<file path="src/rtl/chx_pkg.sv">
package chx_pkg;
  localparam int WORD_W   = 32;
  localparam int NUM_WORDS = 16;
  localparam int IDX_W    = $clog2(NUM_WORDS);
  localparam int ROT_W    = $clog2(WORD_W);
  localparam int STEPS    = 32;
  localparam int STEP_W   = $clog2(STEPS);

  typedef logic [WORD_W-1:0] word_t;

  typedef struct packed {
    logic [IDX_W-1:0] a;
    logic [IDX_W-1:0] b;
    logic [IDX_W-1:0] d;
    logic [ROT_W-1:0] rot;
  } op_t;
endpackage

</file>
<file path="src/rtl/chx_sched.sv">
module chx_sched
  import chx_pkg::*;
(
  input  logic [STEP_W-1:0] step,
  output op_t               op
);
  logic [2:0] qr;
  logic [1:0] sub;
  logic [IDX_W-1:0] grp [4];

  assign qr  = step[4:2];
  assign sub = step[1:0];

  // member i of a group lives in row i; column shifts by i on diagonal passes
  for (genvar i = 0; i < 4; i++) begin : g_member
    logic [1:0] lane;
    assign lane   = qr[2] ? (qr[1:0] + 2'(i)) : qr[1:0];
    assign grp[i] = {2'(i), lane};
  end

  always_comb begin
    op.a = sub[0] ? grp[2] : grp[0];
    op.b = sub[0] ? grp[3] : grp[1];
    op.d = sub[0] ? grp[1] : grp[3];
    unique case (sub)
      2'd0:    op.rot = ROT_W'(16);
      2'd1:    op.rot = ROT_W'(12);
      2'd2:    op.rot = ROT_W'(8);
      default: op.rot = ROT_W'(7);
    endcase
  end
endmodule

</file>
<file path="src/rtl/chx_arx.sv">
module chx_arx
  import chx_pkg::*;
(
  input  word_t            wa,
  input  word_t            wb,
  input  word_t            wd,
  input  logic [ROT_W-1:0] rot,
  output word_t            sum,
  output word_t            mixed
);
  word_t                  mix;
  logic [2*WORD_W-1:0]    dbl;
  logic [2*WORD_W-1:0]    shr;
  logic [ROT_W-1:0]       r;

  assign r   = rot & {ROT_W{1'b1}};
  assign sum = wa + wb;
  assign mix = wd ^ sum;
  assign dbl = {mix, mix};
  assign shr = dbl >> (WORD_W - int'(r));
  assign mixed = shr[WORD_W-1:0];
endmodule

</file>
<file path="src/rtl/chx_ctrl.sv">
module chx_ctrl
  import chx_pkg::*;
#(
  parameter int RW = 8
) (
  input  logic              clk,
  input  logic              rst,
  input  logic              start,
  input  logic [RW-1:0]     rounds,
  output logic              busy,
  output logic              done,
  output logic [STEP_W-1:0] step
);
  logic [RW-1:0] pass_q;
  logic          last_step;

  assign last_step = (step == STEP_W'(STEPS-1));

  always_ff @(posedge clk) begin
    if (rst) begin
      busy   <= 1'b0;
      done   <= 1'b0;
      step   <= '0;
      pass_q <= '0;
    end else begin
      done <= 1'b0;
      if (!busy) begin
        if (start) begin
          step   <= '0;
          pass_q <= rounds;
          if (rounds == '0) done <= 1'b1;
          else              busy <= 1'b1;
        end
      end else begin
        step <= step + 1'b1;
        if (last_step) begin
          pass_q <= pass_q - 1'b1;
          if (pass_q == RW'(1)) begin
            busy <= 1'b0;
            done <= 1'b1;
          end
        end
      end
    end
  end


  done_idle_chk: assert property (@(posedge clk) disable iff (rst)
    done |-> !busy);

  done_src_chk: assert property (@(posedge clk) disable iff (rst)
    $rose(done) |-> ($past(busy) || $past(start)));

  step_adv_chk: assert property (@(posedge clk) disable iff (rst)
    busy |=> step == $past(step) + 1'b1);

  pass_dec_chk: assert property (@(posedge clk) disable iff (rst)
    (busy && last_step) |=> pass_q == $past(pass_q) - 1'b1);
endmodule

</file>
<file path="src/rtl/chacha_idx_engine.sv">
module chacha_idx_engine
  import chx_pkg::*;
#(
  parameter int RW = 8
) (
  input  logic                          clk,
  input  logic                          rst,
  input  logic                          load,
  input  logic [NUM_WORDS*WORD_W-1:0]   load_data,
  input  logic                          start,
  input  logic [RW-1:0]                 rounds,
  output logic                          busy,
  output logic                          done,
  output logic [NUM_WORDS*WORD_W-1:0]   state_out
);
  word_t             st [NUM_WORDS];
  logic [STEP_W-1:0] step;
  op_t               op;
  word_t             sum, mixed;

  chx_ctrl #(.RW(RW)) u_ctrl (
    .clk(clk), .rst(rst), .start(start), .rounds(rounds),
    .busy(busy), .done(done), .step(step)
  );

  chx_sched u_sched (.step(step), .op(op));

  chx_arx u_arx (
    .wa(st[op.a]), .wb(st[op.b]), .wd(st[op.d]), .rot(op.rot),
    .sum(sum), .mixed(mixed)
  );

  always_ff @(posedge clk) begin
    if (rst) begin
      for (int i = 0; i < NUM_WORDS; i++) st[i] <= '0;
    end else if (busy) begin
      st[op.a] <= sum;
      st[op.d] <= mixed;
    end else if (load) begin
      for (int i = 0; i < NUM_WORDS; i++)
        st[i] <= load_data[i*WORD_W +: WORD_W];
    end
  end

  for (genvar i = 0; i < NUM_WORDS; i++) begin : g_out
    assign state_out[i*WORD_W +: WORD_W] = st[i];
  end


  idle_hold_chk: assert property (@(posedge clk) disable iff (rst)
    (!busy && !load) |=> $stable(state_out));

  busy_noload_chk: assert property (@(posedge clk) disable iff (rst)
    (busy && load && op.a != 4'd0 && op.d != 4'd0)
      |=> state_out[WORD_W-1:0] == $past(state_out[WORD_W-1:0]));
endmodule

</file>
<file path="config.mk">
export PLATFORM = sky130hd
export DESIGN_NAME = chacha_idx_engine
export DESIGN_NICKNAME = d
export VERILOG_FILES = /design/src/rtl/chx_pkg.sv /design/src/rtl/chx_sched.sv /design/src/rtl/chx_arx.sv /design/src/rtl/chx_ctrl.sv /design/src/rtl/chacha_idx_engine.sv
export SDC_FILE = /design/constraint.sdc
export NUM_CORES = 1
export LEC_CHECK = 0
export ABC_CLOCK_PERIOD_IN_PS = 13600
export BUFFER_PORTS_ARGS = -buffer_cell sky130_fd_sc_hd__buf_4
export CORE_AREA = 10 10 399 401
export CTS_CLUSTER_SIZE = 12
export DETAILED_ROUTE_END_ITERATION = 8
export DIE_AREA = 0 0 409 411
export PLACE_DENSITY = 0.5
export SLEW_MARGIN = 25
export SYNTH_ARGS = -nofsm -noshare
export SYNTH_HDL_FRONTEND = slang
export SYNTH_SLANG_ARGS = --single-unit
</file>
<file path="constraint.sdc">
create_clock -name clk -period 13.6 [get_ports clk]
set_clock_uncertainty 0.2 [all_clocks]
set_input_delay 2.04 -clock clk [delete_from_list [all_inputs] [get_ports clk]]
set_output_delay 2.04 -clock clk [all_outputs]
set_load 0.01 [all_outputs]
</file>
======== Yosys cells after proc, flatten, opt, wreduce, memory -nomap -nowiden ========
Memory sizes are Yosys's and may differ from the RTL's.
Index checks and enable logic that the tools add are counted.
word-level totals
  register bits after elaboration ......... 15
  input port bits ......................... 524
  output and inout port bits .............. 514
  memory bits (writable) .................. 512
  memories ................................ 1
  word-level logic and storage cells ...... 94
operators by class
  shift operators ......................... 1
  multiplexer cells ....................... 53
  $add $sub $neg .......................... 7
  equal/unequal tests ..................... 5
  bitwise operators ....................... 17
  reduce and logical (&&, ||, !) cells .... 6
memories
  name  depth  width  read ports  clocked after Yosys merged registers in  write ports  line                     source
  st    16     32     19          0                                        16           chacha_idx_engine.sv:16  word_t st [NUM_WORDS];
operators with widths
  cell                 number
  $mux 32              18
  $reduce_or 32->1     2
  $shr 64x32->32       1
  $add 32x32->32       1
  $xor 32x32->32       1
  $mux 8               3
  $mux 1               21
  $mux 4               5
  $or 1x1->1           16
  $pmux 5 s3           1
  $mux 5               2
  $eq 8x1->1 const B   1
  $logic_not 8->1      1
  $sub 8x1->8 const B  1
  $sub 6x5->7 const A  1
  $mux 2               3
  $add 5x1->5 const B  1
  $eq 5x5->1 const B   1
  $add 2x2->2 const B  2
  $add 2x1->2 const B  1
  $eq 2x1->1 const B   1
  $eq 2x2->1 const B   1
  $logic_not 2->1      1
  $ne 2x2->1 const B   1
  2 further kinds      2

======== Depth between registers and ports, before layout ========
An unclocked memory read counts as a cell.
  depth in word-level cells ............... 8
  mapped depth ............................ 26
  mapped depth without buffers ............ 19

======== Hierarchy ========
A second synthesis with hierarchy kept.
unflattened totals
  cells, all modules ...................... 4427
  area, all modules ....................... 45673.8 sq um
modules (own cells, without submodules)
  module             cells each  area each (sq um)  times used
  chacha_idx_engine  3524        39356.5            1
  chx_arx            776         5277.6             1
  chx_ctrl           102         862.1              1
  chx_sched          25          177.7              1

======== Worst setup path before layout ========
OpenSTA, ideal clock, no wires.
  path kind ............................... reg-to-reg
  start ................................... register u_ctrl.step[2]
  end ..................................... memory st[13][7] in the netlist's numbering (data pin)
  data arrival time ....................... 6078 ps
  stages on the path, launching flop included .. 26
  clock period less this slack ............ 6539 ps
  slack ................................... 7061 ps
  path through ............................ dfxtp_1 > buf_4 > nor2b_1 > buf_2 > nand2b_1 > buf_6 > buf_4 > buf_4 > clkbuf_1 > buf_1 > mux4_2 > nand2_1 > nand2_1 > ha_1 > fa_1 > a211oi_1 > o21ai_0 > a41oi_1 > o211ai_1 > a32o_1 > or3_1 > a31oi_1 > a221o_1 > buf_2 > mux2_2 > o21ai_1
RTL lines
  element                 line                     source
  from (decl)             chx_ctrl.sv:12           output logic [STEP_W-1:0] step
  from (signal assigned)  chx_ctrl.sv:35           step <= step + 1'b1;
  to (decl)               chacha_idx_engine.sv:16

==> qor.txt <==
Max_cap viols: 0
Core Rows: 143
Min-Delay Path Class: reg2reg
Die Wd: 409 um
Final worst slack: 4240 ps
Critical Path End Type: register
Top post-synthesis cells by area: edfxtp_1, mux4_2, nand2_1, a22o_1, o21ai_0
Yosys top cell by area: edfxtp_1
Final ANT Viol Nets: 0
Rel. slew slack: 19.9%
Fin Setup TNS: 0 ps
Initial antenna violation count: 24
GRT overflow: 0
Warning count from the yosys run: 0
Hold-fix buffers, CTS: 0
Share of layout cells above drive strength 1: 36.1%
Layout Cell Area excl Fill: 45500 um^2
Post-CTS Resized: 0
Main combinational cell family by area after synthesis: compound AO/OA/AOI/OAI gates
Synth Area in Compound Gates: 17.5%
Num CTS Buffers: 69
CORE AREA: 151000 um^2
#FFs+latches synth: 527
I/O pin cnt: 1038
Mean Syn Cell Area: 10.7 um^2
Post-Syn Area: 32800 um^2
Synth Area in Simple Gates: 14.7%
CTS sink cnt: 527
Net Sw Power: 2.51 mW
Crit start category: register
Clk pwr share: 30.2%
Routed len/inst: 37.2 um
CTS H-tree depth: 3
Seq/Total Area, Yosys: 47.8%
First-pass GRT wire length: 299 mm
Final Cycle Share: 68.8%
FF/Latch Area: 15700 um^2
TritonCTS clock tree: built
Xor/xnor share of the synthesized area: 2.03%
EDFF count, synth: 512
Routed WL: 227 mm
Setup CP Type: reg2reg
Number of DRC markers in iteration 0: 4102
Synth top area share: 46.9%
Crit Path Max Fanout: 42
CTS clk-pin slew, worst paths: 70 ps
Root Driver: clkbuf_16
Residual DRC: 0
Switch share: 40.0%
Synth async-reset ratio: 0%
Post-CTS Setup Inserts: 0
Placed inst area: 43200 um^2
Worst-Margin Slew: 1190 ps
Combinational share of power: 35.7%
Tot GR Track Use: 25.5%
Fmax: 107 MHz
Tmin final: 9360 ps
Routability Congestion: 0.925
Place WS: 4430 ps
Number of standard cells in the final layout excluding fillers: 6105
Register share of total power: 34.1%
Clk Latency, worst-skew pair: 690 ps
Final hold vios: 0
Slew Viols, Final: 0
Input/output buffers: 1037
Die height: 411 um
Vias: 33300
Cells after synthesis: 3052
Area of the multi-input gates: 16400 um^2
Power Density: 138 nW/um^2
Worst vdd ir: 0.0813 mV
Filler cells: 15800
Setup Viol. Count Final: 0
CTS max path bufs: 3
Commonest register cell after synthesis: edfxtp_1
Initial Util: 21.7%
Post-synthesis mux area share: 13.0%
Leak: 18.4 nW
Library cells used by synthesis: 95
Vias in the first global route: 32900
Synth-to-layout area growth: 38.7%
HPWL after detailed placement: 181 mm
Post-Synth Adder-Cell Area: 1.55%
Largest net degree at the start of global routing: 92
Drt pass-1 iters: 6
Crit path DAT: 9650 ps
Pint: 3.77 mW
Final net count: 4579
Cell count after placement: 5974
Required @ worst endpoint: 13890 ps
Vias per inst: 5.45
Outcome: finished, final reports clean
Total die area: 168000 um^2
RSZ-0062 raised after global routing: false
Post-Syn Nets: 3616
==> per-stage QoR <==
| stage | hold WS (ps) | util, % | total power, mW |
|---|---|---|---|
| detailed placement | 289 | 28.6 | 4.39 |
| finish | 296 | 30.1 | 6.27 |
| global route | 335 | 30.1 | 6.46 |
| floorplan | 259 | - | 3.04 |
| global placement | 282 | 28.5 | 4.39 |
| CTS | 295 | 30.1 | 6.29 |
==> power groups by stage <==
| stage | Clock [mW] | Combinational [mW] | Sequential (mW) |
|---|---|---|---|
| 3_5_place_dp | 0 | 2.23 | 2.17 |
| 6_report | 1.90 | 2.24 | 2.14 |
| 5_1_grt | 1.98 | 2.34 | 2.15 |
| 3_3_place_gp | 0 | 2.22 | 2.17 |
| 4_1_cts | 1.92 | 2.24 | 2.13 |
| 2_1_floorplan | 0 | 0.900 | 2.14 |
==> Yosys cell counts (11+ instances only) <==
library cell,instances
nand2_1,687
edfxtp_1,512
o21ai_0,271
clkbuf_1,178
a22o_1,166
mux4_2,131
mux2i_1,114
nor2_1,101
nand3b_1,94
o221ai_1,78
a21oi_1,71
a22oi_1,59
nor3_1,46
ha_1,39
nand3_1,30
xor2_1,30
buf_2,29
o21ai_1,28
a21o_1,25
nand2b_1,25
xnor2_1,25
inv_1,24
buf_1,21
dfxtp_1,15
a211oi_1,13
a221o_1,12
o211ai_1,12
o22ai_1,12
mux2_2,11
nor4_1,11
==> logic make-up (layout without fill, tap and decap cells) <==
logic type / after synthesis / count (layout)
multiplexers: 259 / 259
adder cells (fa/ha/maj): 40 / 40
other: 0 / 9
AO/OA/AOI/OAI: 827 / 827
AND/OR/NAND/NOR: 1068 / 1068
flip-flops: 527 / 527
buffers and inverters: 267 / 1281
XOR/XNOR: 64 / 64
==> worst max-delay path: stages, from the launching register on <==
cell and delay [ps]:
dfxtp_4 770, ha_1 810, xnor2_2 280, nand2_1 200, o21a_2 150, buf_4 580
mux4_2 410, nand2_1 80, nand2_1 140, ha_1 270, fa_1 520, a211oi_1 370
o21ai_0 360, a41oi_1 770, o211ai_1 320, xor2_2 760, xnor2_1 250, o22ai_1 140
a211oi_2 900, o22ai_1 550, o21ai_0 310
==> state kept, by name, indices dropped and copies added, names as in the netlist <==
| name | count |
|---|---|
| u_ctrl.step | 5 |
| u_ctrl.pass_q | 8 |
| st | 512 |
| u_ctrl.busy | 1 |
| u_ctrl.done | 1 |
==> cell type report <==
type | count | area share (%)
Multi-Input combinational cell | 2258 | 36.0
Sequential cell | 527 | 34.5
Timing Repair Buffer | 1134 | 18.7
Tap cell | 2030 | 5.58
Clock buffer | 85 | 4.02
Clock inverter | 37 | 0.880
Inverter | 25 | 0.212
Antenna cell | 9 | 0.0495
==> final timing paths <==
| path | startpoint | end | slack (ps) | depth (start not counted) |
|---|---|---|---|---|
| max | u_ctrl.step[2]$_SDFFE_PP0P_ | st[7][4]$_DFFE_PP_ | 4240 | 20 |
| min | u_ctrl.pass_q[5]$_SDFFE_PP0P_ | u_ctrl.pass_q[5]$_SDFFE_PP0P_ | 300 | 2 |
| max reg2reg | u_ctrl.step[2]$_SDFFE_PP0P_ | st[7][4]$_DFFE_PP_ | 4240 | 20 |
| min reg2reg | u_ctrl.pass_q[5]$_SDFFE_PP0P_ | u_ctrl.pass_q[5]$_SDFFE_PP0P_ | 300 | 2 |
==> placed cells by master (no fill, tap or decap), drive strengths merged, types with 10 or more instances in the layout <==
cell type / count
buf: 1134
nand2: 688
edfxtp: 512
o21ai: 300
a22o: 166
mux4: 132
mux2i: 115
nor2: 102
nand3b: 94
clkbuf: 85
o221ai: 79
a21oi: 74
a22oi: 59
nor3: 48
ha: 39
xor2: 33
nand3: 30
inv: 30
xnor2: 27
a21o: 25
nand2b: 25
clkinv: 24
a211oi: 16
dfxtp: 15
o211ai: 13
a221o: 12
o22ai: 12
mux2: 12
nor4: 11
nand4: 11
nor2b: 10
nor3b: 10
a31oi: 10
==> metal layers <==
metal	vias up	GRT usage (%)	share of wire, %
li1	13700	-	-
met1	17000	30.7	38
met2	2174	43.9	49
met3	358	5.98	8.5
met4	14	9.52	4.1
met5	-	0	0.040
No activity file was read; power rests on OpenSTA's default activity.
